**config.mk**
```make
export PLATFORM = sky130hd
export DESIGN_NAME = pong_motion_ctrl
export DESIGN_NICKNAME = d
export VERILOG_FILES = /design/src/rtl/pong_pkg.sv /design/src/rtl/pong_paddle.sv /design/src/rtl/pong_hit_eval.sv /design/src/rtl/pong_ball.sv /design/src/rtl/pong_motion_ctrl.sv
export SDC_FILE = /design/constraint.sdc
export NUM_CORES = 1
export LEC_CHECK = 0
export BUFFER_PORTS_ARGS = -buffer_cell sky130_fd_sc_hd__buf_2
export CAP_MARGIN = 40
export CORE_ASPECT_RATIO = 1.5
export CORE_MARGIN = 5
export CORE_UTILIZATION = 63
export CTS_CLUSTER_SIZE = 14
export DETAILED_ROUTE_END_ITERATION = 16
export PLACE_DENSITY = 0.93
export SYNTH_ARGS = -nofsm -noshare
export SYNTH_HDL_FRONTEND = slang
export SYNTH_SLANG_ARGS = --single-unit
```
**constraint.sdc**
```tcl
create_clock -name clk -period 16.2 [get_ports clk]
set_input_delay 3.24 -clock clk [delete_from_list [all_inputs] [get_ports clk]]
set_output_delay 3.24 -clock clk [all_outputs]
set_load 0.01 [all_outputs]
```
**src/rtl/pong_pkg.sv**
```systemverilog
package pong_pkg;

  typedef enum logic {
    DIR_UP   = 1'b0,
    DIR_DOWN = 1'b1
  } pad_dir_t;

  function automatic int clamp_i(input int v, input int lo, input int hi);
    if (v < lo) return lo;
    if (v > hi) return hi;
    return v;
  endfunction

  function automatic int abs_i(input int v);
    return (v < 0) ? -v : v;
  endfunction

endpackage

```
**src/rtl/pong_paddle.sv**
```systemverilog
module pong_paddle
  import pong_pkg::*;
#(
  parameter int SCREEN_H = 480,
  parameter int PAD_H    = 50,
  parameter int PAD_STEP = 1,
  parameter int YW       = 9
) (
  input  logic          clk,
  input  logic          rst,
  input  logic          tick,
  input  logic          btn,
  output logic [YW-1:0] pad_y
);

  localparam int YMAX  = SCREEN_H - PAD_H;
  localparam int YHOME = YMAX / 2;

  pad_dir_t dir;
  int       cand;
  logic     cand_ok;

  always_comb begin
    dir     = pad_dir_t'(btn);
    cand    = (dir == DIR_DOWN) ? int'(pad_y) + PAD_STEP : int'(pad_y) - PAD_STEP;
    cand_ok = (cand >= 0) && (cand <= YMAX);
  end

  always_ff @(posedge clk) begin
    if (rst) begin
      pad_y <= YW'(YHOME);
    end else if (tick && cand_ok) begin
      pad_y <= YW'(cand);
    end
  end

  assert_hold_R2: assert property (@(posedge clk) disable iff (rst)
    !tick |=> $stable(pad_y));

  assert_pad_range_R4: assert property (@(posedge clk) disable iff (rst)
    int'(pad_y) <= YMAX);

  assert_pad_step_R3: assert property (@(posedge clk) disable iff (rst)
    (tick && btn && (int'(pad_y) + PAD_STEP <= YMAX)) |=>
      (int'(pad_y) == int'($past(pad_y)) + PAD_STEP));

endmodule

```
**src/rtl/pong_hit_eval.sv**
```systemverilog
module pong_hit_eval #(
  parameter int PAD_H       = 50,
  parameter int BALL_SZ     = 10,
  parameter int CENTRE_ROWS = 20,
  parameter int YW          = 9
) (
  input  logic [YW-1:0] ball_y,
  input  logic [YW-1:0] pad_y,
  output logic          overlap,
  output logic          centre
);

  localparam int BAND_OFS = (PAD_H - CENTRE_ROWS) / 2;

  int ball_mid;
  int band_lo;

  always_comb begin
    ball_mid = int'(ball_y) + BALL_SZ / 2;
    band_lo  = int'(pad_y) + BAND_OFS;
    overlap  = (int'(ball_y) + BALL_SZ - 1 >= int'(pad_y)) &&
               (int'(ball_y) <= int'(pad_y) + PAD_H - 1);
    centre   = (ball_mid >= band_lo) && (ball_mid <= band_lo + CENTRE_ROWS - 1);
  end

  always_comb begin
    assert_centre_in_pad_R9: assert (!centre || overlap);
  end

endmodule

```
**src/rtl/pong_ball.sv**
```systemverilog
module pong_ball
  import pong_pkg::*;
#(
  parameter int SCREEN_W = 640,
  parameter int SCREEN_H = 480,
  parameter int BALL_SZ  = 10,
  parameter int L_FACE   = 30,
  parameter int R_FACE   = 610,
  parameter int VX_MAX   = 4,
  parameter int VY_MAX   = 4,
  parameter int VX_INIT  = 2,
  parameter int VY_INIT  = 1,
  parameter int XW       = 10,
  parameter int YW       = 9
) (
  input  logic          clk,
  input  logic          rst,
  input  logic          tick,
  input  logic [1:0]    pad_btn,
  input  logic [1:0]    pad_ovl,
  input  logic [1:0]    pad_ctr,
  output logic [XW-1:0] ball_x,
  output logic [YW-1:0] ball_y,
  output logic          oob
);

  localparam int VMAXA = (VX_MAX > VY_MAX) ? VX_MAX : VY_MAX;
  localparam int VW    = $clog2(VMAXA + 1) + 1;
  localparam int YLIM  = SCREEN_H - BALL_SZ;
  localparam int XHOME = (SCREEN_W - BALL_SZ) / 2;
  localparam int YHOME = (SCREEN_H - BALL_SZ) / 2;

  logic signed [VW-1:0] vx, vy;

  int   nx, ny, tx, ty, nvx, nvy, mag, nmag;
  logic cross_l, cross_r, side, hit, miss;

  always_comb begin
    nx  = int'(ball_x) + int'(vx);
    ny  = int'(ball_y) + int'(vy);
    ty  = ny;
    nvy = int'(vy);
    if (ny < 0) begin
      ty  = 0;
      nvy = -int'(vy);
    end else if (ny > YLIM) begin
      ty  = YLIM;
      nvy = -int'(vy);
    end

    cross_l = (vx < 0) && (nx < L_FACE) && (int'(ball_x) >= L_FACE);
    cross_r = (vx > 0) && (nx + BALL_SZ > R_FACE) && (int'(ball_x) + BALL_SZ <= R_FACE);
    side    = cross_r;
    hit     = (cross_l || cross_r) && pad_ovl[side];
    miss    = (cross_l || cross_r) && !pad_ovl[side];

    mag  = abs_i(int'(vx));
    nmag = pad_ctr[side] ? clamp_i(mag + 1, 1, VX_MAX) : clamp_i(mag - 1, 1, VX_MAX);
    tx   = nx;
    nvx  = int'(vx);
    if (hit) begin
      tx  = cross_l ? L_FACE : R_FACE - BALL_SZ;
      nvx = cross_l ? nmag : -nmag;
      nvy = clamp_i(nvy + (pad_btn[side] ? 1 : -1), -VY_MAX, VY_MAX);
    end
  end

  always_ff @(posedge clk) begin
    if (rst) begin
      ball_x <= XW'(XHOME);
      ball_y <= YW'(YHOME);
      vx     <= VW'(VX_INIT);
      vy     <= VW'(VY_INIT);
      oob    <= 1'b0;
    end else if (tick) begin
      if (miss) begin
        ball_x <= XW'(XHOME);
        ball_y <= YW'(YHOME);
        vx     <= VW'(VX_INIT);
        vy     <= VW'(VY_INIT);
        oob    <= 1'b1;
      end else begin
        ball_x <= XW'(tx);
        ball_y <= YW'(ty);
        vx     <= VW'(nvx);
        vy     <= VW'(nvy);
        oob    <= 1'b0;
      end
    end else begin
      oob <= 1'b0;
    end
  end

  assert_hold_R2: assert property (@(posedge clk) disable iff (rst)
    !tick |=> ($stable(ball_x) && $stable(ball_y)));

  assert_y_span_R6: assert property (@(posedge clk) disable iff (rst)
    int'(ball_y) <= YLIM);

  assert_x_span_R7: assert property (@(posedge clk) disable iff (rst)
    (int'(ball_x) >= L_FACE) && (int'(ball_x) <= R_FACE - BALL_SZ));

  assert_vy_R8: assert property (@(posedge clk) disable iff (rst)
    (int'(vy) >= -VY_MAX) && (int'(vy) <= VY_MAX));

  assert_vx_R9: assert property (@(posedge clk) disable iff (rst)
    (vx != 0) && (abs_i(int'(vx)) <= VX_MAX));

  assert_oob_tick_R10: assert property (@(posedge clk) disable iff (rst)
    oob |-> $past(tick));

  assert_oob_pulse_R11: assert property (@(posedge clk) disable iff (rst)
    oob |=> !oob);

endmodule

```
**src/rtl/pong_motion_ctrl.sv**
```systemverilog
module pong_motion_ctrl #(
  parameter int SCREEN_W    = 640,
  parameter int SCREEN_H    = 480,
  parameter int PAD_H       = 50,
  parameter int PAD_W       = 10,
  parameter int LPAD_X      = 20,
  parameter int RPAD_X      = 610,
  parameter int BALL_SZ     = 10,
  parameter int PAD_STEP    = 1,
  parameter int CENTRE_ROWS = 20,
  parameter int VX_MAX      = 4,
  parameter int VY_MAX      = 4,
  parameter int VX_INIT     = 2,
  parameter int VY_INIT     = 1
) (
  input  logic                        clk,
  input  logic                        rst,
  input  logic                        frame_tick,
  input  logic                        btn_left,
  input  logic                        btn_right,
  output logic [$clog2(SCREEN_H)-1:0] left_pad_y,
  output logic [$clog2(SCREEN_H)-1:0] right_pad_y,
  output logic [$clog2(SCREEN_W)-1:0] ball_x,
  output logic [$clog2(SCREEN_H)-1:0] ball_y,
  output logic                        out_of_bounds
);

  localparam int XW     = $clog2(SCREEN_W);
  localparam int YW     = $clog2(SCREEN_H);
  localparam int L_FACE = LPAD_X + PAD_W;
  localparam int R_FACE = RPAD_X;

  logic [1:0]    pad_btn;
  logic [1:0]    pad_ovl;
  logic [1:0]    pad_ctr;
  logic [YW-1:0] pad_y [2];

  assign pad_btn = {btn_right, btn_left};

  for (genvar g = 0; g < 2; g++) begin : g_side
    pong_paddle #(
      .SCREEN_H (SCREEN_H),
      .PAD_H    (PAD_H),
      .PAD_STEP (PAD_STEP),
      .YW       (YW)
    ) u_paddle (
      .clk   (clk),
      .rst   (rst),
      .tick  (frame_tick),
      .btn   (pad_btn[g]),
      .pad_y (pad_y[g])
    );

    pong_hit_eval #(
      .PAD_H       (PAD_H),
      .BALL_SZ     (BALL_SZ),
      .CENTRE_ROWS (CENTRE_ROWS),
      .YW          (YW)
    ) u_hit (
      .ball_y  (ball_y),
      .pad_y   (pad_y[g]),
      .overlap (pad_ovl[g]),
      .centre  (pad_ctr[g])
    );
  end

  pong_ball #(
    .SCREEN_W (SCREEN_W),
    .SCREEN_H (SCREEN_H),
    .BALL_SZ  (BALL_SZ),
    .L_FACE   (L_FACE),
    .R_FACE   (R_FACE),
    .VX_MAX   (VX_MAX),
    .VY_MAX   (VY_MAX),
    .VX_INIT  (VX_INIT),
    .VY_INIT  (VY_INIT),
    .XW       (XW),
    .YW       (YW)
  ) u_ball (
    .clk     (clk),
    .rst     (rst),
    .tick    (frame_tick),
    .pad_btn (pad_btn),
    .pad_ovl (pad_ovl),
    .pad_ctr (pad_ctr),
    .ball_x  (ball_x),
    .ball_y  (ball_y),
    .oob     (out_of_bounds)
  );

  assign left_pad_y  = pad_y[0];
  assign right_pad_y = pad_y[1];

endmodule

```
==> results.tsv <==
stage	metric	value	unit
min_path	Worst Min Path Start	u_ball.ball_x[9]	
die	Core Rows	53	
logic_synthesis	top-count cell post-synth	ha_1	
final_layout	fin cells	1439	
setup_path	slowest library cell on the worst path	nor4_1	
clocking	clock latency on the worst-skew pair	0.31	ns
final_layout	P&R area growth vs syn	4.39	%
die	Die Y	157	um
route	drt drc	0	
place	Port Buffers	42	
final_layout	cell area after layout	9500	um2
route	wire per inst	18.6	um
logic_synthesis	largest family of logic cells by synthesized area	compound AO/OA/AOI/OAI gates	
logic_synthesis	simple-gate area share of the yosys netlist	23.0	%
logic_synthesis	Mapped Cells	1249	
global_routing	largest net degree at the start of global routing	37	
logic_synthesis	top cells by count, synth	ha_1, nand2_1, nor2_1	
clocking	PostCTS Resize Cnt	0	
setup_path	reg2reg start	u_ball.vx[0]	
clocking	H-Tree Depth	2	
setup_path	CP Capture Type	register	
clocking	CTS tree	done	
logic_synthesis	Synth cell types	81	
clocking	Root Driver	clkbuf_16	
logic_synthesis	YS warnings	0	
logic_synthesis	asr flop ratio synth	0	%
route	total routed wirelength	26.7	mm
die	CORE AREA	14100	um2
setup_path	reg2reg setup slack	8.77	ns
logic_synthesis	syn avg cell area	7.29	um2
die	Die Area	17000	um2
global_routing	antenna violations before repair	0	
setup_path	RR Endpoint	u_ball.vy[2]	
logic_synthesis	post-synthesis adder-cell area fraction	20.3	%
global_routing	number of global-route vias before repair	9527	
clocking	Sink Count	46	
clocking	clock slew at reported path FFs	0.08	ns
route	initial drt markers	749	
global_routing	grt met1 use	33.5	%
logic_synthesis	xor/xnor share of the synthesized area	12.0	%
logic_synthesis	Syn Nets	1400	
sta	fmax	0.135	GHz
min_path	hold-critical path depth	2	
setup_path	crit-path max FO	18	
setup_path	Arrival @ worst endpoint	7.63	ns
place	global placement routability congestion	0.992	
setup_path	CP required	16.40	ns
logic_synthesis	multiplexer share of the synthesized area	1.84	%
sta	Fin Clk Skew	0.0129	ns
logic_synthesis	synth top area cells	ha_1, dfxtp_1, xnor2_1	
final_layout	ant diodes	0	
global_routing	Most Crowded Layer GR	met2	
sta	Rel. slew slack	35.7	%
sta	crit path time final	7.43	ns
sta	RSZ-0062 raised after global routing	false	
logic_synthesis	mapped cell area	9100	um2
clocking	number of hold-repair buffers added at the cts stage	0	
logic_synthesis	Yosys reg bits	46	
logic_synthesis	Compound-Gate Fraction of Synth Area	27.6	%
sta	final setup vio count	0	
place	placed cell areas	9350	um2
sta	final worst-path cycle share	45.9	%
setup_path	Top delay family on crit path	simple AND/OR/NAND/NOR gates	
setup_path	crit path kind	register to register	
route	First-pass DRT Iterations	5	
logic_synthesis	commonest register cell after synthesis	dfxtp_1	
route	overall via count from detail_route	9703	
clocking	TritonCTS Buffers	5	
route	antenna-violating nets left	0	
setup_path	Crit path largest cell delay	0.72	ns
setup_path	reg2reg path depth	29	
final_layout	Core Util, Final	67.3	%
logic_synthesis	Seq/Total Area, Yosys	10.1	%
min_path	worst hold path type	register to register	
sta	final hold vios	0	
route	vias per cell	6.74	
place	detailed placer's ending HPWL	20.2	mm
logic_synthesis	leading area contributor after synthesis	ha_1	
die	IO Pins	43	
clocking	CTS max path bufs	2	
clocking	Setup Fix Bufs, Post-CTS	0	
setup_path	Startpoint Class	register	
final_layout	fin nets	1397	
global_routing	GRT Total Usage	30.8	%
logic_synthesis	Post-synth EDFFs	0	
sta	final slew viol count	0	
global_routing	met2 Usage GRT	55.4	%
min_path	hold endpoint	u_ball.ball_x[9]	
sta	Worst-Margin Slew	0.953	ns
final_layout	share of cells above drive strength 1	6.26	%
die	Starting Density	64.4	%
flow_run	Max Cap Viol	0	
outcome	status	finished, final reports clean	
global_routing	GR Overflow Total	0	
place	Inst Count DP	1431	
logic_synthesis	top-area cell type share of the netlist area	19.7	%
setup_path	Bufs and invs on worst path	2	
global_routing	met3 usage	3.24	%
sta	TNS Setup	0	ns
global_routing	first-pass GRT wire length	43.7	mm
die	DIE WIDTH	108	um
## cell families after synthesis
kind of cell | count (synthesis)
fa+ha+maj | 146
simple gates | 425
xor+xnor | 125
mux | 16
flops | 46
compound gates | 372
buf+inv | 119
## cell type report
type	count	area [um2]
tap	192	240
sequential	46	921
clock buffer	5	125
fill	1156	4630
multi-input combinational	1084	7710
clock inverter	3	28.8
timing repair buffer	44	225
inverter	65	244
## how the worst max path moves through the flow
stage,start,endpoint,slack [ns],cells past startpoint
global route,u_ball.vx[3],u_ball.vy[0],8.42,27
global placement,btn_right,u_ball.vy[2],8.95,19
CTS,u_ball.vx[3],u_ball.vy[2],8.98,27
floorplan,btn_left,u_ball.vy[0],9.41,19
finish,u_ball.vx[0],u_ball.vy[2],8.77,29
detailed placement,btn_right,u_ball.vy[2],8.86,19
## placed cells by master (no fill, tap or decap), types with 18 or more instances in the layout
| cell | n |
|---|---|
| xor2_1 | 35 |
| a21oi_1 | 86 |
| nand4_1 | 19 |
| o21a_1 | 31 |
| buf_2 | 42 |
| nand2_1 | 107 |
| nand3_1 | 54 |
| inv_1 | 58 |
| o211ai_1 | 18 |
| nand2b_1 | 23 |
| o21ai_0 | 86 |
| nor2b_1 | 25 |
| nor3_1 | 32 |
| ha_1 | 143 |
| xnor2_1 | 90 |
| dfxtp_1 | 46 |
| nor2_1 | 98 |
## through the flow
| step | hold WS, ns | worst slack [ns] |
|---|---|---|
| 3_5_place_dp | 0.559 | 8.86 |
| 6_report | 0.576 | 8.77 |
| 3_3_place_gp | 0.541 | 8.95 |
| 2_1_floorplan | 0.527 | 9.41 |
| 4_1_cts | 0.570 | 8.98 |
| 5_1_grt | 0.614 | 8.42 |
## routing by layer
metal | vias up | share of wire (%)
li1 | 4567 | -
met1 | 4518 | 37
met2 | 474 | 50
met3 | 144 | 6.3
met4 | 0 | 6.6
met5 | - | 0
## worst min-delay path, stage by stage, from the launching register on
cell and delay, ns:
dfxtp_1 0.38, nand2_1 0.09, a21oi_1 0.05
## registers in the layout, indices dropped and copies added (netlist names)
signal / cells
u_ball.vx: 4
u_ball.oob: 1
u_ball.ball_y: 9
u_ball.ball_x: 10
u_ball.vy: 4
g_side.u_paddle.pad_y: 18
Power is left out: the tool's default activity adds up to more than one toggle a clock period on the data nets, which glitch-free logic cannot reach.
